## config.mk

```make
export PLATFORM = sky130hd
export DESIGN_NAME = guard_ram
export DESIGN_NICKNAME = d
export VERILOG_FILES = /design/src/rtl/guard_ram_pkg.sv /design/src/rtl/guard_ram_bus.sv /design/src/rtl/guard_ram_ctrl.sv /design/src/rtl/guard_ram_store.sv /design/src/rtl/guard_ram.sv
export SDC_FILE = /design/constraint.sdc
export NUM_CORES = 2
export LEC_CHECK = 0
export ABC_AREA = 1
export BUFFER_PORTS_ARGS = -buffer_cell sky130_fd_sc_hd__buf_4
export CAP_MARGIN = 30
export CORE_MARGIN = 1.5
export CORE_UTILIZATION = 25
export CTS_BUF_LIST = sky130_fd_sc_hd__clkbuf_8
export DETAILED_ROUTE_END_ITERATION = 10
export SLEW_MARGIN = 20
export SYNTH_ARGS = -nofsm -noshare
export SYNTH_HDL_FRONTEND = slang
export SYNTH_SLANG_ARGS = --single-unit
```

## constraint.sdc

```tcl
create_clock -name clk_i -period 5.5 [get_ports clk_i]
set_clock_uncertainty 0.15 [all_clocks]
set_input_delay 0.825 -clock clk_i [delete_from_list [all_inputs] [get_ports clk_i]]
set_output_delay 0.825 -clock clk_i [all_outputs]
set_load 0.1 [all_outputs]
```

## src/rtl/guard_ram_pkg.sv

```systemverilog
`timescale 1ns/1ps
package guard_ram_pkg;
  localparam int BUS_W = 16;
  localparam int LANES = BUS_W / 8;
  localparam int HALT_BIT = 0;
  localparam int ATTR_LSB = 8;

  typedef enum logic {SZ_BYTE = 1'b0, SZ_HALF = 1'b1} xfer_size_e;

  typedef struct packed {
    logic       write;
    xfer_size_e size;
    logic       reg_sel;
    logic       blocked;
  } xfer_flags_t;

  // bit 1 = lane [15:8], bit 0 = lane [7:0]
  function automatic logic [LANES-1:0] lane_en(xfer_size_e sz, logic a0);
    if (sz == SZ_HALF) return '1;
    return a0 ? 2'b01 : 2'b10;
  endfunction
endpackage

```

## src/rtl/guard_ram_bus.sv

```systemverilog
`timescale 1ns/1ps
module guard_ram_bus
  import guard_ram_pkg::*;
#(
  parameter int AW = 9
) (
  input  logic              clk_i,
  input  logic              rst_ni,
  input  logic              req_valid_i,
  input  xfer_flags_t       req_flags_i,
  input  logic [AW-1:0]     req_addr_i,
  input  logic [BUS_W-1:0]  req_wdata_i,
  output logic              accept_o,
  output logic              exec_o,
  output xfer_flags_t       x_flags_o,
  output logic [AW-1:0]     x_addr_o,
  output logic [BUS_W-1:0]  x_wdata_o,
  output logic              ready_o
);
  logic busy_q, ready_q;

  assign accept_o = req_valid_i && !busy_q && !ready_q;
  assign exec_o   = busy_q;
  assign ready_o  = ready_q;

  always_ff @(posedge clk_i or negedge rst_ni) begin
    if (!rst_ni) begin
      busy_q  <= 1'b0;
      ready_q <= 1'b0;
    end else begin
      busy_q  <= accept_o;
      ready_q <= busy_q;
    end
  end

  always_ff @(posedge clk_i or negedge rst_ni) begin
    if (!rst_ni) begin
      x_flags_o <= '0;
      x_addr_o  <= '0;
      x_wdata_o <= '0;
    end else if (accept_o) begin
      x_flags_o <= req_flags_i;
      x_addr_o  <= req_addr_i;
      x_wdata_o <= req_wdata_i;
    end
  end

  assert_ready_pulse_R2: assert property (@(posedge clk_i) disable iff (!rst_ni)
    ready_q |=> !ready_q);
  assert_ready_latency_R2: assert property (@(posedge clk_i) disable iff (!rst_ni)
    (req_valid_i && !busy_q && !ready_q) |=> ##1 ready_q);
endmodule

```

## src/rtl/guard_ram_ctrl.sv

```systemverilog
`timescale 1ns/1ps
module guard_ram_ctrl
  import guard_ram_pkg::*;
#(
  parameter int              ATTR_W   = 4,
  parameter logic [ATTR_W-1:0] ATTR_RST = '0
) (
  input  logic              clk_i,
  input  logic              rst_ni,
  input  logic              sreq_i,
  input  logic              wr_i,
  input  logic [LANES-1:0]  lanes_i,
  input  logic              halt_wd_i,
  input  logic [ATTR_W-1:0] attr_wd_i,
  output logic              halt_o,
  output logic              inhibit_o,
  output logic [BUS_W-1:0]  rdata_o
);
  logic              halt_q, inhibit_q;
  logic [ATTR_W-1:0] attr_q;
  logic              halt_wr, halt_change, attr_wr;

  assign halt_wr     = wr_i && lanes_i[0];
  assign halt_change = halt_wr && (halt_wd_i != halt_q);
  assign attr_wr     = wr_i && lanes_i[1] && !halt_q && !halt_change;

  always_ff @(posedge clk_i or negedge rst_ni) begin
    if (!rst_ni) begin
      halt_q    <= 1'b0;
      inhibit_q <= 1'b0;
      attr_q    <= ATTR_RST;
    end else begin
      if (sreq_i) inhibit_q <= 1'b1;
      if (sreq_i) halt_q <= 1'b0;
      else if (halt_wr) halt_q <= halt_wd_i;
      if (attr_wr) attr_q <= attr_wd_i;
    end
  end

  always_comb begin
    rdata_o           = '0;
    rdata_o[HALT_BIT] = halt_q;
    if (!halt_q) rdata_o[ATTR_LSB +: ATTR_W] = attr_q;
  end

  assign halt_o    = halt_q;
  assign inhibit_o = inhibit_q;

  assert_inhibit_sticky_R12: assert property (@(posedge clk_i) disable iff (!rst_ni)
    inhibit_q |=> inhibit_q);
  assert_sreq_clears_halt_R12: assert property (@(posedge clk_i) disable iff (!rst_ni)
    sreq_i |=> !halt_q);
  assert_attr_frozen_R11: assert property (@(posedge clk_i) disable iff (!rst_ni)
    halt_q |=> $stable(attr_q));
endmodule

```

## src/rtl/guard_ram_store.sv

```systemverilog
`timescale 1ns/1ps
module guard_ram_store
  import guard_ram_pkg::*;
#(
  parameter int IDX_W = 8
) (
  input  logic             clk_i,
  input  logic             we_i,
  input  logic [LANES-1:0] lanes_i,
  input  logic [IDX_W-1:0] idx_i,
  input  logic [BUS_W-1:0] wdata_i,
  output logic [BUS_W-1:0] rdata_o
);
  localparam int DEPTH = 1 << IDX_W;

  for (genvar l = 0; l < LANES; l++) begin : g_lane
    logic [7:0] lane_mem [DEPTH];
    always_ff @(posedge clk_i) begin
      if (we_i && lanes_i[l]) lane_mem[idx_i] <= wdata_i[8*l +: 8];
    end
    assign rdata_o[8*l +: 8] = lane_mem[idx_i];
  end
endmodule

```

## src/rtl/guard_ram.sv

```systemverilog
`timescale 1ns/1ps
module guard_ram
  import guard_ram_pkg::*;
#(
  parameter int              ADDR_W   = 10,
  parameter int              ATTR_W   = 4,
  parameter logic [ATTR_W-1:0] ATTR_RST = '0
) (
  input  logic              clk_i,
  input  logic              rst_ni,
  input  logic              sreset_req_i,
  input  logic              req_valid_i,
  input  logic              req_write_i,
  input  logic              req_size_i,
  input  logic [ADDR_W-1:0] req_addr_i,
  input  logic [15:0]       req_wdata_i,
  output logic              rsp_ready_o,
  output logic              rsp_error_o,
  output logic [15:0]       rsp_rdata_o
);
  localparam int AW    = ADDR_W - 1;
  localparam int IDX_W = ADDR_W - 2;

  logic              req_reg, halt, inhibit, accept, exec;
  xfer_flags_t       req_flags, x_flags;
  logic [AW-1:0]     x_addr;
  logic [BUS_W-1:0]  x_wdata, reg_rd, arr_rd;
  logic [LANES-1:0]  lanes;
  logic              array_we, reg_wr;
  logic              err_q;
  logic [BUS_W-1:0]  data_q;

  assign req_reg = req_addr_i[ADDR_W-1];

  always_comb begin
    req_flags.write   = req_write_i;
    req_flags.size    = xfer_size_e'(req_size_i);
    req_flags.reg_sel = req_reg;
    // a request seen at capture time counts before the access
    req_flags.blocked = !req_reg &&
                        (halt || (req_write_i && (inhibit || sreset_req_i)));
  end

  guard_ram_bus #(.AW(AW)) u_bus (
    .clk_i       (clk_i),
    .rst_ni      (rst_ni),
    .req_valid_i (req_valid_i),
    .req_flags_i (req_flags),
    .req_addr_i  (req_addr_i[AW-1:0]),
    .req_wdata_i (req_wdata_i),
    .accept_o    (accept),
    .exec_o      (exec),
    .x_flags_o   (x_flags),
    .x_addr_o    (x_addr),
    .x_wdata_o   (x_wdata),
    .ready_o     (rsp_ready_o)
  );

  assign lanes    = lane_en(x_flags.size, x_addr[0]);
  assign array_we = exec && x_flags.write && !x_flags.reg_sel && !x_flags.blocked;
  assign reg_wr   = exec && x_flags.write && x_flags.reg_sel;

  guard_ram_ctrl #(.ATTR_W(ATTR_W), .ATTR_RST(ATTR_RST)) u_ctrl (
    .clk_i     (clk_i),
    .rst_ni    (rst_ni),
    .sreq_i    (sreset_req_i),
    .wr_i      (reg_wr),
    .lanes_i   (lanes),
    .halt_wd_i (x_wdata[HALT_BIT]),
    .attr_wd_i (x_wdata[ATTR_LSB +: ATTR_W]),
    .halt_o    (halt),
    .inhibit_o (inhibit),
    .rdata_o   (reg_rd)
  );

  guard_ram_store #(.IDX_W(IDX_W)) u_store (
    .clk_i   (clk_i),
    .we_i    (array_we),
    .lanes_i (lanes),
    .idx_i   (x_addr[AW-1:1]),
    .wdata_i (x_wdata),
    .rdata_o (arr_rd)
  );

  always_ff @(posedge clk_i or negedge rst_ni) begin
    if (!rst_ni) begin
      err_q  <= 1'b0;
      data_q <= '0;
    end else begin
      err_q  <= exec && x_flags.blocked;
      data_q <= '0;
      if (exec && !x_flags.blocked && !x_flags.write)
        data_q <= x_flags.reg_sel ? reg_rd : arr_rd;
    end
  end

  assign rsp_error_o = err_q;
  assign rsp_rdata_o = data_q;

  assert_inflight_write_done_R5: assert property (@(posedge clk_i) disable iff (!rst_ni)
    (exec && sreset_req_i && x_flags.write && !x_flags.reg_sel && !x_flags.blocked)
      |=> (rsp_ready_o && !rsp_error_o));
  assert_inhibit_refuses_R6: assert property (@(posedge clk_i) disable iff (!rst_ni)
    (inhibit && accept && req_write_i && !req_reg) |=> ##1 (rsp_ready_o && rsp_error_o));
  assert_halt_refuses_R9: assert property (@(posedge clk_i) disable iff (!rst_ni)
    (halt && accept && !req_reg) |=> ##1 (rsp_error_o && rsp_rdata_o == '0));
  assert_capture_cycle_req_R13: assert property (@(posedge clk_i) disable iff (!rst_ni)
    (sreset_req_i && accept && req_write_i && !req_reg) |=> ##1 rsp_error_o);
endmodule

```

## After elaboration in Yosys (flattened, before gate mapping)

Memory sizes are Yosys's and may differ from the RTL's.
Cells that the tools add are included.

| operators by class | value |
|---|---|
| eq/ne operators | 1 |
| muxes and demuxes | 13 |
| reduce and logical (&&, ||, !) cells | 29 |

Operators with widths:

| cell | number |
|---|---|
| two-way mux 16 bit | 2 |
| logical AND 1 bit | 18 |
| zero test 1 bit | 8 |
| two-way mux 1 bit | 7 |
| two-way mux 2 bit | 3 |
| two-way mux 4 bit | 1 |
| logical OR 1 bit | 2 |
| nonzero test 2 bit | 1 |
| != test 1 bit | 1 |

| storage, ports and cells | value |
|---|---|
| bits in registers | 54 |
| RAM bits | 4096 |
| input bits | 32 |
| output and inout bits | 18 |
| word-level logic and storage cells | 58 |
| memories kept | 2 |

Memories:

| name | depth | bits a word | read ports | clocked after memory_dff | write ports | RTL line | RTL |
|---|---|---|---|---|---|---|---|
| u_store.g_lane[0].lane_mem | 256 | 8 | 1 | 0 | 1 | guard_ram_store.sv:17 | `logic [7:0] lane_mem [DEPTH];` |
| u_store.g_lane[1].lane_mem | 256 | 8 | 1 | 0 | 1 | guard_ram_store.sv:17 |  |

## Longest topological paths before layout

| logic depth | value |
|---|---|
| word-level depth | 6 |
| depth in mapped cells | 18 |
| mapped depth without buffers | 15 |

## By module

From an unflattened synthesis, not the netlist that was laid out.

| second synthesis, totals | value |
|---|---|
| cells, all modules | 16250 |
| area, all modules | 172097.6 um^2 |

By module, submodules not included:

| module | instances | cells each | area an instance (um^2) | sequential area each (um^2) |
|---|---|---|---|---|
| guard_ram_store | 1 | 15986 | 169660.2 | 122998.0 |
| guard_ram_bus | 1 | 134 | 1273.7 | 775.7 |
| guard_ram | 1 | 83 | 794.5 | 425.4 |
| guard_ram_ctrl | 1 | 47 | 369.1 | 150.1 |

## Least setup slack after synthesis

Ideal clock, no wire load.

| path | value |
|---|---|
| path type | register to register |
| from | reg u_bus.x_wdata_o[0] |
| to | mem u_store.g_lane[0].lane_mem[0][0], data pin |
| setup time | 807 ps |
| data arrival time | 3198 ps |
| required time | 4543 ps |
| slack | 1346 ps |
| cell stages (with the launch flop) | 1 |
| buffers on the path | 0 |
| clock period less this slack | 4154 ps |
| path through | dfrtp_1 |

RTL lines:

| item | RTL line | RTL |
|---|---|---|
| from (decl) | guard_ram_bus.sv:17 | `output logic [BUS_W-1:0] x_wdata_o,` |
| from (signal assigned) | guard_ram_bus.sv:44 | `x_wdata_o <= req_wdata_i;` |
| to (decl) | guard_ram_store.sv:17 |  |

Straight into the memory's write port.

## Worst setup path after layout

| path | value |
|---|---|
| from | reg u_bus.x_addr_o[2] |
| to | reg data_q[5] (netlist: rsp_rdata_o[5]) |

| between the ends | value |
|---|---|
| longest elaborated chain between the ends | 3 |

Ends and longest elaborated chain:

| item | RTL line | RTL |
|---|---|---|
| from (decl) | guard_ram_bus.sv:16 | `output logic [AW-1:0] x_addr_o,` |
| from (signal assigned) | guard_ram_bus.sv:43 | `x_addr_o <= req_addr_i;` |
| memory (256 x 8 bit) | n/a |  |
| two-way mux 16 bit | guard_ram.sv:93 | `data_q <= x_flags.reg_sel ? reg_rd : arr_rd;` |
| two-way mux 16 bit | guard_ram.sv:92 | `if (exec && !x_flags.blocked && !x_flags.write)` |
| to (signal assigned) | guard_ram.sv:93 |  |
| to (decl) | guard_ram.sv:31 | `logic [BUS_W-1:0] data_q;` |

Every way passes these cells.
A chain may end at the register's enable or synchronous reset.

==> results.toml <==
[run_status]
status = "completed"

[sta]
finalHoldViolations = 0
finalCriticalPeriod_ns = 4.231
fin_crit_sh = 0.7692
whs_ns = 0.1746
slew_viol_final = 0
max_slew.worst_pin.slew_ns = 1.372
relSlewSlack = 0.08504
setup_viol = 0
rsz0062_at_grt = "false"
fmax_mhz = 236.4
setup_tns_ns = 0

[place]
dpl.hpwl_um = 289200
numPortBuffers = 49
dp_cells = 22240
globalplace.congestion = 0.8501
placed_cell_area_um2 = 178800

[routing]
antenna_left = 0
dr.pass1.iters = 6
vias = 109400
via_per_inst = 4.658
wl_um = 500000
drc = 0
wl_per_cell_um = 21.29
drt_iter0_markers = 13020

[worst_setup_path]
r2r-end = "rsp_rdata_o[5]$_DFF_PN0_"
cp_cell_sequence = "inv_8, nor2_4, buf_12, buf_12, nand2_1, nand2_1, o21ai_0, nand2_1, o21ai_0, nand2_1, nand2_1, nand2_1, inv_1, nand3_1, nand2_1, inv_1"
reg2reg_setup_slack_ns = 1.27
worstSetupPathType = "reg2reg"
crit_path_start_kind = "register"
slowest_delay_ns = 0.74
r2r-start = "u_bus.x_addr_o[2]$_DFFE_PN0P_"
reg2regPathDepth = 16
cp_max_fo = 52
required_ns = 6.52
worstPathArrival_ns = 5.25
crit_top_cell = "nand2_1"
critPathSlowestCell = "dfrtp_4"
critPathCaptureType = "register"

[synth]
synth_edf_count = 4096
synth.net_count = 13580
synth_cells = 13550
ys_async_sr_fraction = 0.01301
ys_types = 25
ys_seq_area_frac = 0.7589
yosys-top-cells-area = "edfxtp_1, nand2_1, nand4_1, a22oi_1, nor3_1"
yosysWarnings = 0
synth_flop_cell = "edfxtp_1"
synth-seq-cells = 4150
yosysTopAreaCellShare = 0.7507
yosysTopAreaCell = "edfxtp_1"
avgSynthCellArea_um2 = 12.09
synthesis.area_um2 = 163800

[finish]
area_delta_synth_final_pct = 16.65
fill_cells = 66080
layout-drive-gt1-share = 0.1127
fin_nets = 14330
postLayoutCellArea_um2 = 191100
fin_cells = 23480

[grt]
antenna_found_initial = 22
grt_pass1_vias = 104900
grt_pass1_wl_um = 722000
grt_max_degree = 186
grt.overflow.total = 0
track_usage = 0.1449

[job]
maxCapViolCount = 0

[clocking]
cts.sinks = 4150
cts_buffers = 651
insertion_delay_ns = 1.23
clkTransAtPathRegs_ns = 0.06
cts_max_level = 6
cts-root-buf = "clkbuf_8"
cts_buffer_depth = 4
cts_tree = "yes"

[floorplanning]
fp.dieW_um = 812.6
coreArea_um2 = 653700
num_io_pins = 50
row_count = 297
die_y_um = 812.6
initial_utilization = 0.2507
fp.dieArea_um2 = 660300

[worst_hold_path]
hold_path_end = "u_ctrl.halt_o$_DFFE_PN0P_"
hold_depth = 3
hold_path_class = "in2reg"
hold_path.startpoint = "sreset_req_i"

[power_and_ir_drop]
power.density_nw_per_um2 = 390.4
ir_drop_uv = 265.0
p_leak_nw = 68.41
-- critical path, delay by kind of cell (launching register included) --
family | cells | cell delay (ns)
flip-flops | 1 | 0.74
AO/OA/AOI/OAI | 2 | 0.35
AND/OR/NAND/NOR | 9 | 1.74
buffers and inverters | 5 | 1.08
-- placed cells by master, fill, tap and decap left out, types with 6 or more instances in the layout --
cell type	count
inv_1	281
nand2_1	6340
nor3_2	20
diode_2	8
nand2_4	17
buf_12	76
inv_8	17
dfrtp_1	36
clkinv_2	34
clkinv_8	6
edfxtp_1	4096
nor2_1	430
clkbuf_8	661
nor2_4	8
nand3_1	126
clkinv_1	165
a21oi_1	43
inv_6	10
dfrtp_4	18
buf_4	736
nand4_1	549
dlygate4sd3_1	59
a22oi_1	354
buf_2	18
o21ai_1	10
o21ai_0	149
inv_12	24
nor3_1	495
-- cell type report --
class / instances / area (um^2) / area share
Inverter: 50 / 217.7 / 0.001139
Antenna cell: 8 / 20.02 / 0.0001047
Clock inverter: 500 / 2557 / 0.01338
Timing Repair Buffer: 892 / 7752 / 0.04056
Tap cell: 8671 / 10850 / 0.05676
Multi-Input combinational cell: 8551 / 36210 / 0.1895
Sequential cell: 4150 / 124400 / 0.6510
Clock buffer: 661 / 9097 / 0.04760
-- synth_stat cells (2+ instances only) --
library cell	number
buf_1	103
nand3_1	126
inv_1	32
buf_4	7
edfxtp_1	4096
o21ai_1	8
nand2_1	6358
clkbuf_1	368
or2_2	2
a22oi_1	354
dfrtp_1	54
o2111ai_1	2
buf_2	316
inv_2	5
o21ai_0	151
nor4_1	2
clkinv_1	13
buf_6	2
nand4_1	549
nor2_1	438
nor3_1	515
a21oi_1	43
-- cells by family after synthesis --
family / synth area share
simple gates: 0.1965
flops: 0.7589
buf+inv: 0.02205
compound gates: 0.02253
-- power by group --
part | total [W] | leakage [nW] | internal [W] | switching [W]
logic | 0.0137 | 23.8 | 0.00300 | 0.0107
clock network | 0.0240 | 6.87 | 0.0115 | 0.0125
registers | 0.0369 | 37.8 | 0.0364 | 0.000518
total | 0.0746 | 68.4 | 0.0509 | 0.0237
-- per-stage QoR --
step / setup slack [ns] / total power, W / utilization
6_report: 1.269 / 0.07462 / 0.2924
5_1_grt: 1.137 / 0.07719 / 0.2924
4_1_cts: 1.339 / 0.07476 / 0.2922
3_5_place_dp: 1.361 / 0.05104 / 0.2735
3_3_place_gp: 1.119 / 0.05099 / 0.2732
2_1_floorplan: 1.346 / 0.04498 / -
-- flip-flops by register name, summed over array words and instances, names as in the netlist, 4 cells and up --
signal,cells
u_store.g_lane.lane_mem,4096
u_bus.x_addr_o,9
rsp_rdata_o,16
u_ctrl.attr_q,4
u_bus.x_wdata_o,16
u_bus.x_flags_o,4
-- routing by layer --
layer | GRT usage | wire [um]
met2 | 0.2311 | 230100
met5 | 0 | 13
met3 | 0.02487 | 45320
met1 | 0.1991 | 207400
met4 | 0.05087 | 17200
-- timing repair --
action                    in CTS  in global routing
gates resized for setup        0                  0
hold buffers                  60                  0
setup buffers                  0                  0
hold endpoints to repair      75                  0
-- worst max-delay path by stage --
stage	from	end	slack [ns]	depth (start not counted)
global placement	u_bus.x_addr_o[2]$_DFFE_PN0P_	u_store.g_lane[0].lane_mem[214][1]$_DFFE_PP_	1.12	6
finish	u_bus.x_addr_o[2]$_DFFE_PN0P_	rsp_rdata_o[5]$_DFF_PN0_	1.27	16
detailed placement	u_bus.x_addr_o[2]$_DFFE_PN0P_	rsp_rdata_o[8]$_DFF_PN0_	1.36	15
floorplan	u_bus.x_wdata_o[0]$_DFFE_PN0P_	u_store.g_lane[0].lane_mem[0][0]$_DFFE_PP_	1.35	0
CTS	u_bus.x_addr_o[2]$_DFFE_PN0P_	u_store.g_lane[0].lane_mem[142][1]$_DFFE_PP_	1.34	6
global route	u_bus.x_addr_o[2]$_DFFE_PN0P_	rsp_rdata_o[5]$_DFF_PN0_	1.14	16
Power figures use the tool's default switching activity.
